$ cat config.mk
export PLATFORM = sky130hd
export DESIGN_NAME = hostcmd_regfile
export DESIGN_NICKNAME = d
export VERILOG_FILES = /design/src/rtl/hostcmd_pkg.sv /design/src/rtl/hostcmd_decode.sv /design/src/rtl/hostcmd_param_bank.sv /design/src/rtl/hostcmd_read_mux.sv /design/src/rtl/hostcmd_regfile.sv
export SDC_FILE = /design/constraint.sdc
export NUM_CORES = 1
export LEC_CHECK = 0
export BUFFER_PORTS_ARGS = -buffer_cell sky130_fd_sc_hd__buf_2
export CAP_MARGIN = 20
export CELL_PAD_IN_SITES_DETAIL_PLACEMENT = 2
export CELL_PAD_IN_SITES_GLOBAL_PLACEMENT = 2
export CORE_MARGIN = 8
export CORE_UTILIZATION = 30
export DETAILED_ROUTE_END_ITERATION = 16
export HOLD_SLACK_MARGIN = 0.08
export PLACE_DENSITY = 0.74
export SLEW_MARGIN = 20
export SYNTH_ARGS = -nofsm -noshare
export SYNTH_HDL_FRONTEND = slang
export SYNTH_HIERARCHICAL = 1
export SYNTH_SLANG_ARGS = --single-unit
$ cat constraint.sdc
create_clock -name clk -period 2.4 [get_ports clk]
set_input_delay 0.48 -clock clk [delete_from_list [all_inputs] [get_ports clk]]
set_output_delay 0.48 -clock clk [all_outputs]
set_load 0.02 [all_outputs]
$ cat src/rtl/hostcmd_pkg.sv
package hostcmd_pkg;
    localparam int REG_W     = 8;
    localparam int NUM_PARAM = 20;
    localparam int NUM_FU    = 4;
    localparam int IDX_W     = $clog2(NUM_PARAM);

    // Selector values for the command and status locations follow the parameter bytes.
    localparam logic [REG_W-1:0] CMD_ADDR  = REG_W'(NUM_PARAM);
    localparam logic [REG_W-1:0] STAT_ADDR = REG_W'(NUM_PARAM + 1);

    // Command code per engine: reader, writer, block set, scanline.
    localparam logic [REG_W-1:0] CMD_CODE [NUM_FU] = '{8'h0F, 8'hF0, 8'h03, 8'h30};

    typedef struct packed {
        logic [REG_W-1:0]  addr;
        logic              err;
        logic [NUM_FU-1:0] start;
    } ctl_t;
endpackage

$ cat src/rtl/hostcmd_decode.sv
module hostcmd_decode
    import hostcmd_pkg::*;
(
    input  logic [REG_W-1:0]  code,
    output logic [NUM_FU-1:0] hit,
    output logic              valid
);
    // 0x04 and every other unlisted byte match no engine.
    for (genvar i = 0; i < NUM_FU; i++) begin : g_code
        assign hit[i] = (code == CMD_CODE[i]);
    end
    assign valid = |hit;
endmodule

$ cat src/rtl/hostcmd_param_bank.sv
module hostcmd_param_bank
    import hostcmd_pkg::*;
(
    input  logic                             clk,
    input  logic                             rst_n,
    input  logic                             host_we,
    input  logic [IDX_W-1:0]                 host_idx,
    input  logic [REG_W-1:0]                 host_data,
    input  logic                             fu_we,
    input  logic [IDX_W-1:0]                 fu_idx,
    input  logic [REG_W-1:0]                 fu_data,
    output logic [NUM_PARAM-1:0][REG_W-1:0]  regs
);
    for (genvar i = 0; i < NUM_PARAM; i++) begin : g_reg
        logic [REG_W-1:0] reg_d, reg_q;

        always_comb begin
            reg_d = reg_q;
            if (host_we && host_idx == IDX_W'(i)) reg_d = host_data;
            // Applied last so the engine wins a same-cycle collision.
            if (fu_we && fu_idx == IDX_W'(i))     reg_d = fu_data;
        end

        always_ff @(posedge clk or negedge rst_n) begin
            if (!rst_n) reg_q <= '0;
            else        reg_q <= reg_d;
        end

        assign regs[i] = reg_q;
    end
endmodule

$ cat src/rtl/hostcmd_read_mux.sv
module hostcmd_read_mux
    import hostcmd_pkg::*;
(
    input  logic [REG_W-1:0]                addr,
    input  logic [NUM_PARAM-1:0][REG_W-1:0] regs,
    input  logic [REG_W-1:0]                status,
    output logic [REG_W-1:0]                rdata
);
    always_comb begin
        rdata = '0;
        if (addr < CMD_ADDR)        rdata = regs[addr[IDX_W-1:0]];
        else if (addr == STAT_ADDR) rdata = status;
    end
endmodule

$ cat src/rtl/hostcmd_regfile.sv
module hostcmd_regfile
    import hostcmd_pkg::*;
(
    input  logic                clk,
    input  logic                rst_n,
    input  logic                host_addr_wr,
    input  logic                host_data_wr,
    input  logic [REG_W-1:0]    host_wdata,
    output logic [REG_W-1:0]    host_rdata,
    input  logic [NUM_FU-1:0]   fu_idle,
    output logic [NUM_FU-1:0]   fu_start,
    input  logic                fu_wr_en,
    input  logic [IDX_W-1:0]    fu_wr_idx,
    input  logic [REG_W-1:0]    fu_wr_data
);
    ctl_t ctl_d, ctl_q;

    logic [NUM_FU-1:0]              dec_hit;
    logic                           dec_valid;
    logic [NUM_PARAM-1:0][REG_W-1:0] regs;
    logic [REG_W-1:0]               status;
    logic [REG_W-1:0]               addr_q;
    logic                           err_q;
    logic                           param_we;

    assign addr_q   = ctl_q.addr;
    assign err_q    = ctl_q.err;
    assign param_we = host_data_wr && (addr_q < CMD_ADDR);

    hostcmd_decode u_dec (
        .code  (host_wdata),
        .hit   (dec_hit),
        .valid (dec_valid)
    );

    always_comb begin
        ctl_d       = ctl_q;
        ctl_d.start = '0;
        if (host_addr_wr) ctl_d.addr = host_wdata;
        if (host_data_wr && addr_q == CMD_ADDR) begin
            if (!dec_valid)                  ctl_d.err = 1'b1;
            else if ((dec_hit & fu_idle) == '0) ctl_d.err = 1'b1;
            else begin
                ctl_d.err   = 1'b0;
                ctl_d.start = dec_hit;
            end
        end
    end

    always_ff @(posedge clk or negedge rst_n) begin
        if (!rst_n) ctl_q <= '0;
        else        ctl_q <= ctl_d;
    end

    hostcmd_param_bank u_bank (
        .clk       (clk),
        .rst_n     (rst_n),
        .host_we   (param_we),
        .host_idx  (addr_q[IDX_W-1:0]),
        .host_data (host_wdata),
        .fu_we     (fu_wr_en),
        .fu_idx    (fu_wr_idx),
        .fu_data   (fu_wr_data),
        .regs      (regs)
    );

    // Error on top, then idle flags from engine 0 downward, unused bits zero.
    always_comb begin
        status          = '0;
        status[REG_W-1] = err_q;
        for (int i = 0; i < NUM_FU; i++) status[REG_W-2-i] = fu_idle[i];
    end

    hostcmd_read_mux u_rd (
        .addr   (addr_q),
        .regs   (regs),
        .status (status),
        .rdata  (host_rdata)
    );

    assign fu_start = ctl_q.start;
endmodule

# After elaboration in Yosys (flattened, before gate mapping)
# Index checks and enable logic that the tools add are counted.
# totals
in_bits	30
ff_bits	173
word_cells	185
out_inout_bits	12
# classes
bitwise	1
n_mux	49
n_eq_ne	44
reduce_logical	66
magnitude_cmp	2
# op_table
op	n
$mux W8	43
$eq A5 B4 Y1 const B	16
$logic_and A1 B1 Y1	42
$bmux W8 S5	1
$eq A5 B3 Y1 const B	8
$eq A5 B5 Y1 const B	8
$reduce_bool A2 Y1	20
$eq A5 B2 Y1 const B	4
$eq A8 B5 Y1 const B	2
$mux W4	3
$eq A5 B1 Y1 const B	2
$logic_not A5 Y1	2
$eq A8 B2 Y1 const B	1
$eq A8 B4 Y1 const B	1
$eq A8 B6 Y1 const B	1
$eq A8 B8 Y1 const B	1
$lt A8 B5 Y1 const B	1
$lt A5 B6 Y1 const B	1
$and A4 B4 Y4	1
$logic_not A4 Y1	1
$reduce_or A4 Y1	1
$mux W1	2

# Logic depth before layout (Yosys ltp)
# logic_depth
depth_word	6
ltp_mapped	8
ltp_nobuf	6

# Cells and area by module
# Netlist, hierarchy kept.
# by_module_without_submodules
mod	seq_area_each_um2	area_per_inst_um2	n_inst	cells_per_inst
hostcmd_param_bank	4003.8	8539.4	1	1031
hostcmd_read_mux	0.0	1475.2	1	167
hostcmd_regfile	325.3	536.8	1	41
hostcmd_decode	0.0	81.3	1	15

# Least setup slack after synthesis
# Ideal clock, no wire load.
# synth_timing
path_type	input to register
start	in host_data_wr
end	reg u_bank.g_reg[17].reg_q[0]
t_arrival_ns	2.109
setup_ns	0.082
path_stages	6
setup_slack_ns	0.209
cell_sequence	or4b_1 -> nor2_1 -> or4b_1 -> buf_2 -> or3_1 -> a31oi_1
# synth_between
elab_chain_len	3
# synth_lines
element	line	source
start: declaration	hostcmd_regfile.sv:7	input logic host_data_wr,
$logic_and A1 B1 Y1	hostcmd_regfile.sv:28	assign param_we = host_data_wr && (addr_q < CMD_ADDR);
via param_we	hostcmd_regfile.sv:24	logic param_we;
$logic_and A1 B1 Y1	hostcmd_param_bank.sv:19	if (host_we && host_idx == IDX_W'(i)) reg_d = host_data;
$reduce_bool A2 Y1 (no line)	-	
end signal: assignment	hostcmd_param_bank.sv:26	else reg_q <= reg_d;
end: declaration	hostcmd_param_bank.sv:15	logic [REG_W-1:0] reg_d, reg_q;
# The timed path passes the listed nets, and every way through them passes these cells.
# A chain may end at the register's enable or synchronous reset.

# Worst setup path in the final report
# layout_timing
start	reg ctl_q, in the netlist addr_q[0]
end	out host_rdata[5]
# layout_between
elab_chain_len	3
elab_cells_between_ends	6
cone_classes	order compare (1); eq/ne (1); mux (4)
# layout_lines
element	line	source
start: declaration	hostcmd_regfile.sv:16	ctl_t ctl_d, ctl_q;
start signal: assignment	hostcmd_regfile.sv:52	else ctl_q <= ctl_d;
$bmux W8 S5 / $eq A8 B5 Y1 (equally long branches)	hostcmd_read_mux.sv:11, hostcmd_read_mux.sv:12	
$mux W8, on equally long branches	hostcmd_read_mux.sv:11, hostcmd_read_mux.sv:12	
$mux W8 *	hostcmd_read_mux.sv:11	if (addr < CMD_ADDR) rdata = regs[addr[IDX_W-1:0]];
end: declaration	hostcmd_regfile.sv:9	output logic [REG_W-1:0] host_rdata,
# Mark *: on every way between the ends. The rest lies on a longest branch, timed or not. The select of a mux whose other input is x is not followed.

==> results_dict.tcl <==
set metrics [dict create \
    status "finished with violations" \
    failed_checks "setup timing" \
    grt_pass1_wl_um 79700 \
    die-height_um 204 \
    first_iter_violations 1103 \
    boundaryPins 42 \
    drc_errors 0 \
    max_freq_mhz 358 \
    fin_ws_ns -0.397 \
    critPathKind "flip-flop to output pin" \
    holdPathEnd "fu_start[2]" \
    period_share_pct 117 \
    syn2layout_area_growth_pct 22.8 \
    path_max_fanout 6 \
    critPathLaunchType "flip-flop" \
    place_congestion 0.807 \
    hold_start "host_wdata[2]" \
    placementRows 69 \
    overflow 0 \
    clockBufferDepth 2 \
    wl_per_cell_um 31.1 \
    skew_ns 0.0170 \
    synth_seq_cells 173 \
    power.density_nw_per_um2 772 \
    pre_cts_slack_ns -0.228 \
    cp_slowest_cell "dfrtp_4" \
    ys_seq_area_share_pct 40.7 \
    h-tree-depth 4 \
    vias_per_cell 6.56 \
    vias 11433 \
    r2r-start "addr_q[6]" \
    ant_nets 0 \
    antenna_found_initial 2 \
    hp-class "input pin to flip-flop" \
    worstMarginPinSlew_ns 0.841 \
    synthCells 1254 \
    start_util_pct 30.2 \
    setup_violations 35 \
    r2r_cells 8 \
    clk_pin_slew_worst_paths_ns 0.08 \
    max_slew_margin_pct 44.0 \
    whs_path_depth 4 \
    irDropWorstVdd_mv 0.484 \
    cts_buffers 17 \
    crit_path_max_incr_delay_ns 0.56 \
    port_buffers 41 \
    endpoint_kind "output pin" \
    p_leak_nw 4.86 \
    critPathRequiredTime_ns 1.92 \
    clk_latency_ns 0.46 \
    synth_edf_count 0 \
    fillers 3860 \
    grt_pass1_vias 12255 \
    synth_area_um2 10600 \
    cp.arrival_ns 2.32 \
    core-area_um2 35200 \
    whs_ns 0.379 \
    die_w_um 204 \
    routed_wl_um 54300 \
    die-area_um2 41700 \
    finalPower_w 0.0101 \
    async_flop_share_pct 100 \
    rrSetupSlack_ns -0.15 \
    worstPathCellList "buf_6 > and2_4 > nor4b_4 > buf_4 > a22oi_2 > nand3_2 > buf_6" \
    dpl_cell_area_um2 11600 \
    yosysWarnings 6 \
    cts.sinks 173 \
    layout_min_cycle_time_ns 2.80 \
    drive_above_1_share_pct 23.8 \
    dpl.hpwl_um 30800 \
    design_area_um2 13100 \
    fin_util_pct 37.1 \
    firstDrtPassIters 5 \
    synthFlopType "dfrtp_1" \
    antenna_cells 0 \
    syn_area_per_cell_um2 8.48 \
    cts_tree "done" \
    cpMostUsedCell "buf_6" \
    layout.nets 1299 \
    final_hold_viol_count 0 \
    worstReg2RegEnd "u_bank/g_reg[19].reg_q[7]" \
    grtUsageTotal_pct 24.9 \
    cts_root_buffer "clkbuf_16" \
    grt_max_degree 54 \
    synth.distinct_cells 55 \
    drv_cap 0 \
    final_max_slew_viol_count 0 \
    rsz0062_at_grt "true" \
]
-- where the power goes --
part	internal, W	total, W	switching (W)
clock network	0.00168	0.00302	0.00134
logic	0.00115	0.00286	0.00171
registers	0.00368	0.00420	0.000521
-- state kept, by name, indices dropped and copies added, names as in the netlist --
register,count
u_bank/g.reg_q,160
fu_start,4
err_q,1
addr_q,8
-- area by class of cell --
cell class | instances | area, um^2 | area share, %
clock buffer | 24 | 502 | 3.84
multi-input combinational | 910 | 5960 | 45.6
tap | 461 | 577 | 4.42
clock inverter | 8 | 105 | 0.805
sequential | 173 | 4340 | 33.2
inverter | 6 | 22.5 | 0.173
timing repair buffer | 161 | 1560 | 11.9
-- logic make-up after synthesis --
group                  synth area share, %
DFF                                   40.7
other                               0.0353
muxes                                 8.71
and+or+nand+nor                       23.3
buffers and inverters                 6.85
AOI/OAI and AO/OA                     20.3
-- synthesized netlist by cell type, drive strengths merged (2+ instances only) --
master   count  area share (%)
nand4b       2            0.16
or3          5            0.34
or4b         4            0.38
nand3       67             3.2
a31oi      158             9.3
and3         8            0.47
mux2i       64             6.0
mux4         8             1.7
nand2b       7            0.41
and3b       14             1.2
nand4bb      6            0.64
o21ai      161             7.6
clkbuf     119             4.3
nand2      105             3.7
nand4       14            0.88
a22o         2            0.16
and2         2            0.13
a2bb2oi      2            0.16
nor2        10            0.38
a22oi       40             2.8
dfrtp      173              41
nor3b        9            0.68
mux2         9            0.99
inv          6            0.21
nor3       166             7.9
nor2b        7            0.41
buf         49             2.4
nor4b        4            0.67
nor4bb       2            0.19
o32a         2            0.19
or2         19             1.1
or2b         2            0.14
-- worst max-delay path: cells and delay by family (launching register included) --
family | cells | cell delay (ns)
flip-flops | 1 | 0.56
buffers and inverters | 3 | 0.48
AO/OA/AOI/OAI | 1 | 0.34
AND/OR/NAND/NOR | 3 | 0.48
-- per-stage QoR --
stage	TNS, ns	std cells
final	-4.20	1743
after global routing	-5.57	1743
after CTS	-2.45	1732
after detailed placement	-8.65	1674
after global placement	-2.19	1674
after floorplan	0	1256
-- per-layer routing --
metal  share of wire, %  wire (um)  track usage, %  vias to the layer above
li1                   -          -               -                     4686
met1                 41      22400            32.2                     6040
met2                 48      25800            40.4                      549
met3                6.5       3540            3.90                      158
met4                4.7       2550            11.6                        0
met5                  0          0               0                        -
-- layout by cell type (no fill, tap or decap), types with 17 or more instances in the layout --
cell type,instances
nor3_1,164
a31oi_1,157
a22oi_1,18
buf_12,17
buf_6,22
a22oi_2,22
buf_2,33
mux2i_1,60
o21ai_1,33
buf_4,80
nand3_1,53
clkbuf_16,18
dfrtp_1,171
nand2_1,105
or2_2,19
o21ai_0,120
-- how the worst max path moves through the flow --
stage | from | end | cells past startpoint
2_1_floorplan | host_data_wr | u_bank/g_reg[17].reg_q[0] | 6
3_3_place_gp | addr_q[0] | host_rdata[3] | 5
3_5_place_dp | host_data_wr | u_bank/g_reg[10].reg_q[1] | 8
4_1_cts | addr_q[0] | host_rdata[5] | 7
5_1_grt | addr_q[0] | host_rdata[3] | 7
6_report | addr_q[0] | host_rdata[5] | 7
-- repair_timing --
action | 4_1_cts | 5_1_grt
hold buffers | 1 | 0
pin swaps | 22 | 13
setup buffers | 21 | 10
cloned | 4 | 1
hold endpoints to repair | 47 | 0
gates resized for setup | 76 | 70
endpoints found under the setup margin | 59 | 115
No activity file was read; power rests on OpenSTA's default activity.
